## src/rtl/clktick_pkg.sv

```systemverilog
`timescale 1ns/1ps
package clktick_pkg;

    typedef enum logic [1:0] {
        SRC_XTAL = 2'd0,
        SRC_MPLL = 2'd1,
        SRC_FRC  = 2'd2,
        SRC_APLL = 2'd3
    } src_e;

    typedef enum logic [1:0] {
        ST_INIT  = 2'd0,
        ST_RUN   = 2'd1,
        ST_ARMED = 2'd2
    } ctl_state_e;

endpackage

```

## src/rtl/clktick_ratio_calc.sv

```systemverilog
`timescale 1ns/1ps
module clktick_ratio_calc
    import clktick_pkg::*;
#(
    parameter int PDW = 8
) (
    input  src_e             src_i,
    input  logic [1:0]       mode_i,
    input  logic [PDW-1:0]   pre_i,
    output logic [PDW:0]     cpu_div_o,
    output logic [1:0]       bus_mult_o
);

    localparam int RW = PDW + 1;

    always_comb begin
        cpu_div_o  = RW'(2);
        bus_mult_o = 2'd1;
        unique case (src_i)
            SRC_XTAL, SRC_FRC: begin
                cpu_div_o  = RW'(pre_i) + RW'(1);
                bus_mult_o = 2'd1;
            end
            SRC_MPLL: begin
                // bus held at a quarter of 320 MHz or a sixth of 480 MHz
                unique case (mode_i)
                    2'd0: begin cpu_div_o = RW'(4); bus_mult_o = 2'd1; end
                    2'd2: begin cpu_div_o = RW'(2); bus_mult_o = 2'd3; end
                    default: begin cpu_div_o = RW'(2); bus_mult_o = 2'd2; end
                endcase
            end
            SRC_APLL: begin
                cpu_div_o  = (mode_i == 2'd0) ? RW'(4) : RW'(2);
                bus_mult_o = 2'd2;
            end
        endcase
    end

endmodule

```

## src/rtl/clktick_cfg_ctrl.sv

```systemverilog
`timescale 1ns/1ps
module clktick_cfg_ctrl
    import clktick_pkg::*;
#(
    parameter int PDW = 8
) (
    input  logic           clk,
    input  logic           rst,
    input  logic [1:0]     src_i,
    input  logic [1:0]     mode_i,
    input  logic [PDW-1:0] pre_i,
    input  logic           tick_i,
    output logic           run_o,
    output logic           apply_o,
    output src_e           act_src_o,
    output logic [1:0]     act_mode_o,
    output logic [PDW-1:0] act_pre_o
);

    ctl_state_e     state_q, state_d;
    logic [1:0]     stg_src_q, stg_mode_q;
    logic [PDW-1:0] stg_pre_q;
    logic [1:0]     act_src_q, act_mode_q;
    logic [PDW-1:0] act_pre_q;
    logic           differs;
    logic           load;

    assign differs = (stg_src_q != act_src_q) || (stg_mode_q != act_mode_q) ||
                     (stg_pre_q != act_pre_q);

    // state register
    always_ff @(posedge clk) begin
        if (rst) state_q <= ST_INIT;
        else     state_q <= state_d;
    end

    // next state and outputs
    always_comb begin
        state_d = state_q;
        apply_o = 1'b0;
        run_o   = 1'b1;
        load    = 1'b0;
        unique case (state_q)
            ST_INIT: begin
                run_o   = 1'b0;
                load    = 1'b1;
                state_d = ST_RUN;
            end
            ST_RUN: begin
                if (differs) state_d = ST_ARMED;
            end
            ST_ARMED: begin
                if (!differs) begin
                    state_d = ST_RUN;
                end else if (tick_i) begin
                    apply_o = 1'b1;
                    load    = 1'b1;
                    state_d = ST_RUN;
                end
            end
            default: begin
                run_o   = 1'b0;
                state_d = ST_INIT;
            end
        endcase
    end

    always_ff @(posedge clk) begin
        stg_src_q  <= src_i;
        stg_mode_q <= mode_i;
        stg_pre_q  <= pre_i;
        if (rst) begin
            act_src_q  <= '0;
            act_mode_q <= '0;
            act_pre_q  <= '0;
        end else if (load) begin
            act_src_q  <= stg_src_q;
            act_mode_q <= stg_mode_q;
            act_pre_q  <= stg_pre_q;
        end
    end

    assign act_src_o  = src_e'(act_src_q);
    assign act_mode_o = act_mode_q;
    assign act_pre_o  = act_pre_q;

    // active configuration only moves on a CPU strobe once running
    a_r8_hold_between: assert property (@(posedge clk) disable iff (rst)
        (state_q != ST_INIT && !tick_i) |=>
            ($stable(act_src_q) && $stable(act_mode_q) && $stable(act_pre_q)));

    // the load state lasts a single cycle
    a_r7_init_leaves: assert property (@(posedge clk) disable iff (rst)
        (state_q == ST_INIT) |=> (state_q == ST_RUN));

endmodule

```

## src/rtl/clktick_div_core.sv

```systemverilog
`timescale 1ns/1ps
module clktick_div_core #(
    parameter int PDW = 8
) (
    input  logic         clk,
    input  logic         rst,
    input  logic         run_i,
    input  logic         restart_i,
    input  logic [PDW:0] div_i,
    input  logic [1:0]   mult_i,
    output logic         cpu_tick_o,
    output logic         bus_tick_o
);

    localparam int RW = PDW + 1;

    logic [RW-1:0] cnt_q;
    logic [1:0]    bus_cnt_q;

    assign cpu_tick_o = run_i && (cnt_q == div_i - RW'(1));
    assign bus_tick_o = cpu_tick_o && (bus_cnt_q == mult_i - 2'd1);

    always_ff @(posedge clk) begin
        if (rst || !run_i) begin
            cnt_q     <= '0;
            bus_cnt_q <= '0;
        end else if (cpu_tick_o) begin
            cnt_q <= '0;
            if (restart_i)
                bus_cnt_q <= '0;
            else if (bus_cnt_q == mult_i - 2'd1)
                bus_cnt_q <= '0;
            else
                bus_cnt_q <= bus_cnt_q + 2'd1;
        end else begin
            cnt_q <= cnt_q + RW'(1);
        end
    end

    // CPU counter stays inside the active period
    a_r2_cnt_in_range: assert property (@(posedge clk) disable iff (rst)
        run_i |-> (cnt_q < div_i));

    // strobe lasts one cycle when the ratio exceeds one
    a_r6_cpu_single: assert property (@(posedge clk) disable iff (rst)
        (cpu_tick_o && div_i != RW'(1) && !restart_i) |=> !cpu_tick_o);

    // applying a configuration restarts the bus count
    a_r9_bus_restart: assert property (@(posedge clk) disable iff (rst)
        (cpu_tick_o && restart_i) |=> (bus_cnt_q == 2'd0));

endmodule

```

## src/rtl/clktick_gen.sv

```systemverilog
`timescale 1ns/1ps
module clktick_gen
    import clktick_pkg::*;
#(
    parameter int PDW = 8
) (
    input  logic           clk,
    input  logic           rst,
    input  logic [1:0]     src_sel,
    input  logic [1:0]     per_sel,
    input  logic [PDW-1:0] pre_div,
    output logic           cpu_tick,
    output logic           bus_tick,
    output logic [PDW:0]   cpu_ratio,
    output logic [PDW+2:0] bus_ratio
);

    localparam int RW  = PDW + 1;
    localparam int BRW = RW + 2;

    logic           run;
    logic           apply;
    src_e           act_src;
    logic [1:0]     act_mode;
    logic [PDW-1:0] act_pre;
    logic [RW-1:0]  cpu_div;
    logic [1:0]     bus_mult;

    clktick_cfg_ctrl #(.PDW(PDW)) u_ctrl (
        .clk       (clk),
        .rst       (rst),
        .src_i     (src_sel),
        .mode_i    (per_sel),
        .pre_i     (pre_div),
        .tick_i    (cpu_tick),
        .run_o     (run),
        .apply_o   (apply),
        .act_src_o (act_src),
        .act_mode_o(act_mode),
        .act_pre_o (act_pre)
    );

    clktick_ratio_calc #(.PDW(PDW)) u_ratio (
        .src_i     (act_src),
        .mode_i    (act_mode),
        .pre_i     (act_pre),
        .cpu_div_o (cpu_div),
        .bus_mult_o(bus_mult)
    );

    clktick_div_core #(.PDW(PDW)) u_core (
        .clk       (clk),
        .rst       (rst),
        .run_i     (run),
        .restart_i (apply),
        .div_i     (cpu_div),
        .mult_i    (bus_mult),
        .cpu_tick_o(cpu_tick),
        .bus_tick_o(bus_tick)
    );

    assign cpu_ratio = cpu_div;
    assign bus_ratio = BRW'(cpu_div) * BRW'(bus_mult);

    // a bus strobe always rides on a CPU strobe
    a_r6_bus_within_cpu: assert property (@(posedge clk) disable iff (rst)
        bus_tick |-> cpu_tick);

endmodule

```

## config.mk

```make
export PLATFORM = sky130hd
export DESIGN_NAME = clktick_gen
export DESIGN_NICKNAME = d
export VERILOG_FILES = /design/src/rtl/clktick_pkg.sv /design/src/rtl/clktick_ratio_calc.sv /design/src/rtl/clktick_cfg_ctrl.sv /design/src/rtl/clktick_div_core.sv /design/src/rtl/clktick_gen.sv
export SDC_FILE = /design/constraint.sdc
export NUM_CORES = 1
export LEC_CHECK = 0
export BUFFER_PORTS_ARGS = -buffer_cell sky130_fd_sc_hd__buf_2
export CELL_PAD_IN_SITES_DETAIL_PLACEMENT = 1
export CELL_PAD_IN_SITES_GLOBAL_PLACEMENT = 2
export CORE_MARGIN = 2
export CORE_UTILIZATION = 38
export DETAILED_ROUTE_END_ITERATION = 8
export GPL_ROUTABILITY_DRIVEN = 0
export PLACE_DENSITY_LB_ADDON = 0.1
export SYNTH_ARGS = -nofsm -noshare
export SYNTH_HDL_FRONTEND = slang
export SYNTH_HIERARCHICAL = 1
export SYNTH_SLANG_ARGS = --single-unit
```

## constraint.sdc

```tcl
create_clock -name clk -period 7.37 [get_ports clk]
set_clock_uncertainty 0.05 [all_clocks]
set_input_delay 0.3685 -clock clk [delete_from_list [all_inputs] [get_ports clk]]
set_output_delay 0.3685 -clock clk [all_outputs]
set_load 0.01 [all_outputs]
```

== Word level (Yosys, flattened, before mapping) ==
Index checks and enable logic that the tools add are counted.
Storage, ports and cells
  register bits after elaboration: 37
  bits of input ports: 14
  output and inout bits: 22
  word-level logic and storage cells: 57
Cells by class
  add/subtract/negate cells: 5
  multiply operators: 1
  equality and inequality tests: 13
  mux-type cells: 15
  reductions and logical operators: 14
Operator list (number)
  $pmux W9 S2: 1
  $pmux W2 S3: 2
  $mul A9 B2 Y11: 1
  $mux W2: 5
  $add A8 B1 Y9 const B: 1
  $add A9 B1 Y9 const B: 1
  $eq A9 B9 Y1: 1
  $sub A9 B1 Y9 const B: 1
  $eq A2 B2 Y1 const B: 4
  $ne A8 B8 Y1: 1
  $reduce_or A2 Y1: 4
  $logic_not A2 Y1: 3
  $eq A2 B1 Y1 const B: 2
  $mux W1: 4
  $ne A2 B2 Y1: 2
  $pmux W2 S2: 1
  $logic_or A1 B1 Y1: 3
  $mux W3: 1
  $ne A3 B2 Y1 const B: 1
  $add A2 B1 Y2 const B: 1
  $eq A2 B2 Y1: 1
  $logic_and A1 B1 Y1: 2
  $ne A2 B1 Y1 const B: 1
  $pmux W1 S2: 1
  3 further kinds: 3

== Longest topological paths before layout ==
Gate-level depths: netlist of the first run.
  depth in word-level cells: 10
  depth in mapped cells: 17
  depth with buffers taken out: 15

== Modules after synthesis ==
Netlist of the first run, hierarchy kept.
Modules (own cells, without submodules)
  clktick_cfg_ctrl: instances 1, cells each 85, area each 1002.2 um^2, seq. area each 520.5 um^2
  clktick_div_core: instances 1, cells each 95, area each 810.8 um^2, seq. area each 220.2 um^2
  clktick_gen: instances 1, cells each 72, area each 511.7 um^2, seq. area each 0.0 um^2
  clktick_ratio_calc: instances 1, cells each 31, area each 181.4 um^2, seq. area each 0.0 um^2

== Worst setup path after synthesis of the first run ==
Ideal clock, no wire load.
  path kind: reg-to-reg
  start point: register u_ctrl.act_pre_q[2] (netlist: u_ctrl/act_pre_o[2])
  end point: register u_ctrl.act_mode_q[0] (netlist: u_ctrl/act_mode_o[0])
  setup time: 128 ps
  arrival time: 3359 ps
  data required time: 7192 ps
  setup slack: 3834 ps
  cell stages (with the launch flop): 16
  buffers on the path: 2
  path through: dfxtp_1 -> nand3_2 -> or3_1 -> a21oi_1 -> xor2_1 -> xnor2_1 -> a32o_1 -> nand3_1 -> a2111oi_4 -> buf_6 -> nand2_1 -> or2b_2 -> o41ai_4 -> buf_6 -> mux2i_1 -> nor2_1
Between the ends
  word-level cells in the longest chain between the ends: 8
  elaborated cells between the ends (all ways): 10
Ends and longest elaborated chain
  start: declaration: line clktick_cfg_ctrl.sv:24  | logic [PDW-1:0] act_pre_q;
  start signal: assignment: line clktick_cfg_ctrl.sv:79  | act_pre_q <= stg_pre_q;
  $add A8 B1 Y9: line clktick_ratio_calc.sv:21  | cpu_div_o = RW'(pre_i) + RW'(1);
  $pmux W9 S2: line clktick_ratio_calc.sv:19  | unique case (src_i)
  named net cpu_ratio[7]: line clktick_gen.sv:14  | output logic [PDW:0] cpu_ratio,
  $sub A9 B1 Y9: line clktick_div_core.sv:20  | assign cpu_tick_o = run_i && (cnt_q == div_i - RW'(1));
  $eq A9 B9 Y1: line clktick_div_core.sv:20
  $logic_and A1 B1 Y1: line clktick_div_core.sv:20
  named net cpu_tick: line clktick_gen.sv:12  | output logic cpu_tick,
  $mux W1: line clktick_cfg_ctrl.sv:55  | end else if (tick_i) begin
  $mux W1: line clktick_cfg_ctrl.sv:53  | if (!differs) begin
  $pmux W1 S2: line clktick_cfg_ctrl.sv:43  | unique case (state_q)
  end signal: assignment: line clktick_cfg_ctrl.sv:78  | act_mode_q <= stg_mode_q;
  end: declaration: line clktick_cfg_ctrl.sv:23  | logic [1:0] act_src_q, act_mode_q;
The timed path passes the listed nets, and every way through them passes these cells.
A chain may end at the register's enable or synchronous reset.

== Final worst setup path of the first run ==
  start point: register u_ctrl.act_pre_q[4] (netlist: u_ctrl/act_pre_o[4])
  end point: output bus_tick
Between the ends
  word-level cells in the longest chain between the ends: 6
Ends and longest elaborated chain
  $add A8 B1 Y9: line clktick_ratio_calc.sv:21
  $pmux W9 S2: line clktick_ratio_calc.sv:19
  $sub A9 B1 Y9: line clktick_div_core.sv:20
  $eq A9 B9 Y1: line clktick_div_core.sv:20
  $logic_and A1 B1 Y1: line clktick_div_core.sv:20
  $logic_and A1 B1 Y1: line clktick_div_core.sv:21  | assign bus_tick_o = cpu_tick_o && (bus_cnt_q == mult_i - 2'd1);
  end: declaration: line clktick_gen.sv:13  | output logic bus_tick,
Every way passes these cells.

==> summary.md, run 1 <==
| Metric | Value |
|---|---|
| DIE HEIGHT | `~85 um` |
| FF-to-FF Start | `u_ctrl/act_pre_o[4]` |
| Avg Vias per Cell | `5.28` |
| Status | `finished, final reports clean` |
| Top achievable clock speed | `between 200 and 300 MHz` |
| Die W | `around 85 um` |
| Placed Instances | `approximately 390` |
| Root Buffer | `clkbuf_8` |
| Post-synth EDFFs | `0` |
| Slew Limit Fails | `0` |
| Met2 wire len | `2800 um` |
| Crit-path max FO | `15` |
| Nets | `350` |
| Met1 Wirelength | `2830 um` |
| Peak VDD IR | `about 160 uV` |
| Tot GR Track Use | `about 17%` |
| Via count | `~2.1k` |
| Mean routed wirelength per cell | `between 10 and 15 um` |
| Leakage Power | `between 1 and 1.5 nW` |
| CORE AREA | `about 6300 um2` |
| CP Cell Sequence | `nand4_1 > or3_1 > a21oi_1 > xor2_1 > xnor2_1 > a32o_1 > nand3_1 > a2111oi_4 > buf_4 > nor2b_1 > buf_2` |
| Longest Clk Path Bufs | `2` |
| CTS Buf Count | `5` |
| Synthesized Nets | `312` |
| Worst Path Buf+Inv | `2` |
| Layout Utilization | `between 40% and 50%` |
| Diode count | `0` |
| Worst slew pin tran | `around 1.1 ns` |
| Synth Area per Inst | `8.86 um2` |
| Setup TNS | `0 ns` |
| Met3 WL | `157 um` |
| # fillers | `~780` |
| # setup viols final | `0` |
| Postcts setup bufs | `0` |
| Initial antenna violation count | `0` |
| Initial core utilization | `approximately two fifths` |
| Synth cell count leaders | `dfxtp_1 (37), nor2_1 (30), xnor2_1 (28)` |
| Data required time of the critical path | `6.95 ns` |
| Hold Vio Cnt, Final | `0` |
| Number of port buffers | `35` |
| Die area | `a little over 7000 um2` |
| Number of distinct library cells after synthesis | `50` |
| Vias in the first global route | `2078` |
| Max-slew headroom | `29.7%` |
| Pwr/cell area | `between 300 and 400 nW/um2` |
| Synth area leader | `dfxtp_1` |
| Hold Startpoint | `pre_div[6]` |
| Dpl hpwl | `4500 um` |
| Antenna Nets Post-Route | `0` |
| Crit share post-route | `between 50% and 60%` |
| First-pass GRT wire length | `~10000 um` |
| Cell with the most instances after synthesis | `dfxtp_1` |
| Critical path data arrival time | `around 3.5 ns` |
| Clock sink total | `37` |
| Worst hold path class | `in2reg` |
| CP max stage delay | `0.50 ns` |
| Yosys warns | `6` |
| Initial DRT Pass Iterations | `4` |
| CP Capture Type | `output port` |
| Post-synth ARST share | `0%` |
| Largest cells by area after synthesis | `dfxtp_1 (30%), xnor2_1 (9.8%), ha_1 (7.0%), mux2i_1 (6.0%), xor2_1 (4.9%)` |
| RSZ-0062 raised after global routing | `false` |
| Row count | `29` |
| Hold buffer count at cts | `0` |
| Mapped cell area | `around 2500 um2` |
| Worst-Skew Late Latency | `0.29 ns` |
| P&R area growth vs syn | `13.8%` |
| Total grt overflow | `0` |
| Final Non-Filler Cells | `around 400` |
| Final Power | `about 0.92 mW` |
| Layout cell share with drive strength beyond 1 | `between 15 and 20%` |
| # H-tree levels | `2` |
| Synth top area share | `29.6%` |
| Sequential area share after synthesis | `between 20% and 30%` |
| Crit path max-delay family | `compound AO/OA/AOI/OAI gates` |
| DRT iter0 DRCs | `70` |
| CP max stage cell | `dfxtp_1` |
| Fin crit period | `between 3 and 4 ns` |
| Worst Setup SP | `u_ctrl/act_pre_o[4]` |
| DRT Wirelength | `5850 um` |
| Reg-to-reg slack, setup | `3.47 ns` |
| Largest net degree at the start of global routing | `18` |
| # DRC | `0` |
| Synthesis-stage register bit count | `37` |
| Cells after Synth | `283` |
| Post-cts resize count | `0` |
| Max Used Layer | `met4` |
| Critical setup path kind | `reg2out` |
| Synth Flop Type | `dfxtp_1` |
| Clk pin slew, worst setup/hold paths | `approximately 0.080 ns` |
| CTS tree | `built` |
| Io pins | `36` |
| Max Cap Viol | `0` |
| Startpoint class of the critical path | `register` |
-- metrics by stage --
step                      hold WS [ns]  setup WS [ns]  area [um2]
after global placement           0.421           3.61        2760
after detailed placement         0.422           3.47        2760
after floorplan                  0.346           3.83        2510
after global routing             0.110           3.11        2850
after CTS                        0.120           3.44        2850
final                            0.125           3.44        2850
-- registers in the layout, indices dropped and copies added (netlist names) --
name and count:
u_ctrl/stg_mode_q 2, u_core/cnt_q 9, u_ctrl/act_mode_o 2, u_ctrl/act_pre_o 8
u_core/bus_cnt_q 2, u_ctrl/state_q 2, u_ctrl/stg_pre_q 8, u_ctrl/stg_src_q 2
u_ctrl/act_src_o 2
-- cells in the final DEF, fill, tap and decap left out, drive strengths merged, types with 2 or more instances in the layout --
master / count
a211o: 2
o211ai: 3
ha: 14
nor4b: 3
nor2: 31
and2: 15
nor4: 2
nand4: 4
nand3b: 2
a21oi: 11
a311oi: 2
or3: 5
inv: 14
xnor2: 29
o21ai: 9
clkinv: 2
nor3: 13
nand2b: 2
buf: 37
clkbuf: 6
dfxtp: 37
nand2: 19
nor2b: 5
xor2: 14
mux2i: 15
nand3: 11
-- worst reg2reg max path: stages, from the launching register on --
cell       delay [ns]
dfxtp_1          0.50
nand4_1          0.18
or3_1            0.35
a21oi_1          0.40
xor2_1           0.40
xnor2_1          0.17
a32o_1           0.18
nand3_1          0.12
a2111oi_4        0.37
buf_4            0.27
nand2_1          0.09
or2b_2           0.19
o41ai_4          0.21
mux2i_1          0.24
nor2_1           0.06
-- cell type report --
class	count	area (um2)	area share, %
multi-input combinational	226	1680	58.8
timing repair buffer	37	190	6.67
clock buffer	6	82.6	2.90
inverter	14	52.6	1.84
sequential	37	741	26.0
tap	77	96.3	3.38
clock inverter	2	13.8	0.483
-- cells by family after synthesis --
group	share of synthesized area (%)
AO/OA/AOI/OAI	12.8
XOR/XNOR	15.3
adder cells (fa/ha/maj)	7.79
buffers and inverters	3.59
flip-flops	29.6
multiplexers	5.99
AND/OR/NAND/NOR	24.9
-- per-layer routing --
layer,up-vias,GRT usage [%]
met5,-,0
met4,0,4.47
met3,7,2.63
met2,31,28.9
met1,1006,22.3
li1,1061,-
-- final timing paths --
kind / to / depth (start not counted)
worst max-delay path: bus_tick / 11
worst min-delay path: u_ctrl/stg_pre_q[6] / 1
worst max register to register: u_ctrl/act_pre_o[4] / 14
worst min register to register: u_core/bus_cnt_q[1] / 2
-- power breakdown --
group | internal (mW) | switching (mW)
clock | 0.0758 | 0.0724
sequential | 0.231 | 0.0450
combinational | 0.218 | 0.279
No activity file was read; power rests on OpenSTA's default activity.
==> run 2, diff against run 1 <==
CORE_UTILIZATION = 31   (was 38)
clock period = 3.39 ns   (was 7.37 ns; I/O delays follow)
==> summary.md, run 2 (same netlist as run 1, synthesis figures left out) <==
| Metric | Value |
|---|---|
| Status | `finished, final reports clean` |
| Hold path endpoint | `u_ctrl/act_src_o[1]` |
| Worst hold path class | `in2reg` |
| Worst slew pin tran | `roughly 0.66 ns` |
| Leakage Power | `around 1.4 nW` |
| # DRC | `0` |
| Sequential share of power | `between 20% and 30%` |
| Clock sink total | `37` |
| DRT Wirelength | `~6500 um` |
| # setup viols final | `0` |
| Critical path data arrival time | `between 2 and 3 ns` |
| Largest net degree at the start of global routing | `18` |
| Largest register FFs | `9` |
| Mean routed wirelength per cell | `between 10 and 15 um` |
| Hold path depth | `2` |
| Dpl hpwl | `slightly above 5000 um` |
| Most frequent cells in the layout | `buf_2 (35), dfxtp_1 (34), nor2_1 (28), xnor2_1 (28), buf_4 (20)` |
| Diode count | `0` |
| Logic pwr share | `around 55%` |
| Top achievable clock speed | `314 MHz` |
| Final Non-Filler Cells | `around 460` |
| Vias in the first global route | `about 2.3k` |
| Setup WS pre-CTS | `around 0.032 ns` |
| Crit-path max FO | `8` |
| Clk pin slew, worst setup/hold paths | `roughly 0.080 ns` |
| Layout cell share with drive strength beyond 1 | `between 20% and 30%` |
| Antenna Nets Post-Route | `0` |
| CP max stage cell | `dfxtp_4` |
| Row count | `32` |
| CTS tree | `built` |
| Max-slew headroom | `approximately 56%` |
| Hold Vio Cnt, Final | `0` |
| Via count | `2214` |
| FF-to-FF Start | `u_ctrl/act_pre_o[0]` |
| Nets | `around 380` |
| Biggest register | `u_core/cnt_q` |
| Pwr/cell area | `roughly 700 nW/um2` |
| Reg-to-reg slack, setup | `about 0.22 ns` |
| CORE AREA | `slightly below 8000 um2` |
| Critical setup path kind | `reg2out` |
| DIE HEIGHT | `93.9 um` |
| Tot GR Track Use | `between 15 and 20%` |
| Number of port buffers | `35` |
| Slew Limit Fails | `0` |
| Avg Vias per Cell | `around 5` |
| Total grt overflow | `0` |
| Worst Path Buf+Inv | `3` |
| Net switching power | `about 0.93 mW` |
| Worst-Skew Late Latency | `0.29 ns` |
| FF-to-FF path depth | `13` |
| Die W | `about 94 um` |
| Startpoint class of the critical path | `register` |
| Crit share post-route | `94.1%` |
| Pint | `~1.4 mW` |
| CP Capture Type | `output port` |
| Initial antenna violation count | `0` |
| Initial DRT Pass Iterations | `4` |
| Longest Clk Path Bufs | `2` |
| Hold Startpoint | `rst` |
| P&R area growth vs syn | `30.4%` |
| Switching part of the total | `~40%` |
| Most common cell after layout, fill and taps aside | `buf_2` |
| Peak VDD IR | `approximately 360 uV` |
| Placed Instances | `approximately 430` |
| Root Buffer | `clkbuf_8` |
| Final worst slack | `around 0.20 ns` |
| CP max stage delay | `a little under 0.4 ns` |
| Io pins | `36` |
| Clock Power Share | `between 10% and 20%` |
| # H-tree levels | `2` |
| CP Cell Sequence | `ha_2 > xnor2_1 > o21ai_1 > nor4_4 > nand2_1 > or3_4 > xnor2_2 > a2111oi_4 > buf_6 > buf_4 > buf_2` |
| Max Cap Viol | `0` |
| Fin crit period | `about 3.2 ns` |
| Crit path max-delay family | `simple AND/OR/NAND/NOR gates` |
| Data required time of the critical path | `around 3.2 ns` |
| R2R Path End | `u_ctrl/act_pre_o[1]` |
| First-pass GRT wire length | `approximately 11000 um` |
| CTS Buf Count | `5` |
| Initial core utilization | `approximately a third` |
| Die area | `approximately 9000 um2` |
| DRT iter0 DRCs | `between 40 and 50` |
-- run 2: how the worst max path moves through the flow --
stage | from | end | slack (ns) | cells after the start
floorplan | u_ctrl/act_src_o[0] | u_ctrl/act_mode_o[0] | 0.003 | 16
global placement | u_ctrl/act_pre_o[0] | u_ctrl/act_pre_o[6] | 0.10 | 14
detailed placement | u_ctrl/act_pre_o[0] | u_ctrl/state_q[1] | 0.03 | 13
CTS | u_ctrl/act_pre_o[0] | bus_tick | 0.05 | 12
global route | u_ctrl/act_pre_o[0] | u_ctrl/act_mode_o[0] | -0.05 | 13
finish | u_ctrl/act_pre_o[0] | cpu_tick | 0.20 | 11
-- run 2: what timing repair did --
item / 4_1_cts / 5_1_grt
setup buffers: 0 / 4
gates resized for setup: 3 / 12
endpoints found under the hold margin: 12 / 0
pin swaps: 0 / 6
endpoints found under the setup margin: 4 / 16
hold buffers: 12 / 0
gates cloned: 0 / 1
-- run 2: power groups by stage --
| stage | logic (mW) | clock network [mW] | registers, mW |
|---|---|---|---|
| 2_1_floorplan | 0.856 | 0 | 0.578 |
| 3_3_place_gp | 1.20 | 0 | 0.588 |
| 3_5_place_dp | 1.21 | 0 | 0.590 |
| 4_1_cts | 1.22 | 0.480 | 0.580 |
| 5_1_grt | 1.43 | 0.498 | 0.596 |
| 6_report | 1.29 | 0.463 | 0.582 |
-- run 2: metrics by stage --
step / power (mW) / area, um2 / hold WS [ns] / TNS [ns] / utilization (%)
6_report: 2.34 / 3270 / 0.208 / 0 / 42.1
4_1_cts: 2.28 / 3170 / 0.204 / 0 / 40.9
5_1_grt: 2.52 / 3270 / 0.226 / -0.195 / 42.1
2_1_floorplan: 1.43 / 2520 / 0.147 / 0 / -
3_3_place_gp: 1.78 / 2910 / 0.222 / 0 / 37.5
3_5_place_dp: 1.80 / 2910 / 0.224 / 0 / 37.5
-- run 2: final cells by class --
| cell class | instances | area [um2] |
|---|---|---|
| fill | 935 | 4500 |
| tap | 102 | 128 |
| timing repair buffer | 68 | 457 |
| clock buffer | 5 | 68.8 |
| clock inverter | 3 | 68.8 |
| multi-input combinational | 227 | 1750 |
| sequential | 37 | 747 |
| inverter | 14 | 52.6 |
-- run 2: per-layer routing --
layer | routed length (um) | vias to the layer above | GRT usage (%)
met5 | 0 | - | 0
met3 | 194 | 4 | 2.25
met1 | 3080 | 1051 | 20.1
met4 | 54 | 0 | 3.99
li1 | - | 1124 | -
met2 | 3170 | 35 | 27.4
==> run 3, diff against run 2 <==
BUFFER_PORTS_ARGS = unset   (was -buffer_cell sky130_fd_sc_hd__buf_2)
CORE_UTILIZATION = 35   (was 31)
DONT_BUFFER_PORTS = 1   (was unset)
==> summary.md, run 3 (same netlist as run 1, synthesis figures left out) <==
| Metric | Value |
|---|---|
| Status | `finished, final reports clean` |
| Antenna Nets Post-Route | `0` |
| Mean routed wirelength per cell | `roughly 15 um` |
| Crit-path max FO | `6` |
| Finished Cell Area | `roughly 3200 um2` |
| Fin crit period | `roughly 3.1 ns` |
| CTS Buf Count | `5` |
| Placed Instances | `394` |
| Vias in the first global route | `about 2.1k` |
| Area after DPL | `between 2000 and 3000 um2` |
| Io pins | `36` |
| Worst Path Buf+Inv | `0` |
| # H-tree levels | `2` |
| Peak VDD IR | `between 400 and 500 uV` |
| Clock Power Share | `around 20%` |
| FF-to-FF Start | `u_ctrl/act_pre_o[2]` |
| Area of the multi-input gates | `around 1800 um2` |
| Clk pin slew, worst setup/hold paths | `0.08 ns` |
| Reg-to-reg slack, setup | `approximately 0.24 ns` |
| Die area | `approximately 7900 um2` |
| Pwr/cell area | `around 730 nW/um2` |
| Logic pwr share | `55.2%` |
| Longest Clk Path Bufs | `2` |
| Top achievable clock speed | `318 MHz` |
| # DRC | `0` |
| Worst slew pin tran | `0.667 ns` |
| Nets | `around 350` |
| Via count | `approximately 2.1k` |
| Fin Hold WS | `0.0113 ns` |
| Setup TNS | `0 ns` |
| Die W | `approximately 90 um` |
| CP Capture Type | `register` |
| Final Non-Filler Cells | `420` |
| Hold Vio Cnt, Final | `0` |
| Clock sink total | `37` |
| Max Cap Viol | `0` |
| DIE HEIGHT | `around 89 um` |
| Initial core utilization | `between 30% and 40%` |
| Largest net degree at the start of global routing | `15` |
| Hold Startpoint | `rst` |
| First-pass GRT wire length | `10300 um` |
| Number of port buffers | `0` |
| Data required time of the critical path | `between 3 and 4 ns` |
| # fillers | `a little over 800` |
| CP max stage delay | `0.40 ns` |
| Pint | `~1.4 mW` |
| Worst hold path class | `in2reg` |
| DRT iter0 DRCs | `38` |
| Max-slew headroom | `a little under three fifths` |
| Largest register FFs | `9` |
| Tot GR Track Use | `around 17%` |
| DRT Wirelength | `roughly 6300 um` |
| Row count | `30` |
| Leakage Power | `around 1.3 nW` |
| Critical setup path kind | `reg2reg` |
| Hold path depth | `3` |
| Slew Limit Fails | `0` |
| Dpl hpwl | `between 4000 and 5000 um` |
| P&R area growth vs syn | `25.8%` |
| Most common cell after layout, fill and taps aside | `dfxtp_1` |
| R2R Path End | `u_ctrl/act_pre_o[1]` |
| CTS tree | `built` |
| Startpoint class of the critical path | `register` |
| Root Buffer | `clkbuf_8` |
| CP max stage cell | `a2111oi_4` |
| RSZ-0062 raised after global routing | `false` |
| Worst-Skew Late Latency | `0.28 ns` |
| Hold path endpoint | `u_core/cnt_q[1]` |
| Critical path data arrival time | `~3.3 ns` |
| Diode count | `0` |
| Biggest register | `u_core/cnt_q` |
| Crit path max-delay family | `simple AND/OR/NAND/NOR gates` |
| Sequential share of power | `24.8%` |
| Avg Vias per Cell | `5.04` |
| FF-to-FF path depth | `13` |
| Initial antenna violation count | `0` |
| Most frequent cells in the layout | `dfxtp_1 (32), nor2_1 (30), xnor2_1 (28)` |
| Total grt overflow | `0` |
| CORE AREA | `slightly below 7000 um2` |
| Layout cell share with drive strength beyond 1 | `20.7%` |
| Sequential cell area | `~750 um2` |
| Net switching power | `0.933 mW` |
| CP Cell Sequence | `nand3_2 > or3_1 > a21oi_2 > xor2_2 > xnor2_1 > a32o_1 > nand3_1 > a2111oi_4 > nand2_1 > or2b_4 > o41ai_4 > mux2i_1 > nor2_1` |
| Crit share post-route | `roughly 93%` |
| # setup viols final | `0` |
| Switching part of the total | `between 40% and 50%` |
| Initial DRT Pass Iterations | `4` |
-- run 3: how the worst max path moves through the flow --
stage / cells past startpoint / from / endpoint / slack [ns]
after floorplan: 16 / u_ctrl/act_src_o[0] / u_ctrl/act_mode_o[0] / 0.003
after global placement: 14 / u_ctrl/act_pre_o[1] / u_ctrl/act_mode_o[1] / 0.22
after detailed placement: 13 / u_ctrl/act_pre_o[1] / u_ctrl/state_q[1] / 0.17
after CTS: 10 / u_ctrl/act_pre_o[1] / bus_tick / 0.04
after global routing: 15 / u_ctrl/act_pre_o[4] / u_ctrl/act_src_o[1] / 0.02
final: 13 / u_ctrl/act_pre_o[2] / u_ctrl/act_pre_o[1] / 0.24
-- run 3: worst reg2reg max path, cell delays in order (launching register included) --
cell and delay, ns:
dfxtp_1 0.36, nand3_2 0.14, or3_1 0.39, a21oi_2 0.23
xor2_2 0.21, xnor2_1 0.14, a32o_1 0.17, nand3_1 0.12
a2111oi_4 0.40, nand2_1 0.13, or2b_4 0.26, o41ai_4 0.16
mux2i_1 0.19, nor2_1 0.06
-- run 3: layer usage --
| layer | global-route usage [%] | routed length [um] | vias to the layer above |
|---|---|---|---|
| met1 | 22.9 | 3100 | 1020 |
| met4 | 3.72 | 33 | 0 |
| li1 | - | - | 1064 |
| met2 | 28.1 | 3010 | 31 |
| met5 | 0 | 0 | - |
| met3 | 3.36 | 193 | 2 |
-- run 3: what timing repair did --
item / 4_1_cts / 5_1_grt
hold buffers: 13 / 0
cloned: 0 / 1
pin swaps: 0 / 8
buffers inserted: 0 / 4
resized for setup: 1 / 20
endpoints found under the setup margin: 1 / 18
endpoints found under the hold margin: 25 / 0
-- run 3: power by group through the flow --
stage / logic (mW) / registers, mW / clock network (mW)
4_1_cts: 1.16 / 0.573 / 0.483
6_report: 1.28 / 0.575 / 0.462
5_1_grt: 1.43 / 0.588 / 0.502
3_5_place_dp: 1.13 / 0.582 / 0
2_1_floorplan: 0.856 / 0.578 / 0
3_3_place_gp: 1.13 / 0.581 / 0
-- run 3: area by class of cell --
class	instances	share of cell area, %
Tap cell	96	3.81
Multi-Input combinational cell	227	56.3
Timing Repair Buffer	38	10.2
Clock buffer	5	2.18
Sequential cell	37	23.7
Inverter	14	1.67
Clock inverter	3	2.18
-- run 3: stage by stage --
stage | worst slack [ns] | utilization [%] | power (mW)
5_1_grt | 0.0201 | 45.9 | 2.52
2_1_floorplan | 0.00252 | - | 1.43
3_3_place_gp | 0.220 | 40.1 | 1.71
3_5_place_dp | 0.167 | 40.1 | 1.72
4_1_cts | 0.0351 | 44.1 | 2.22
6_report | 0.245 | 45.9 | 2.32
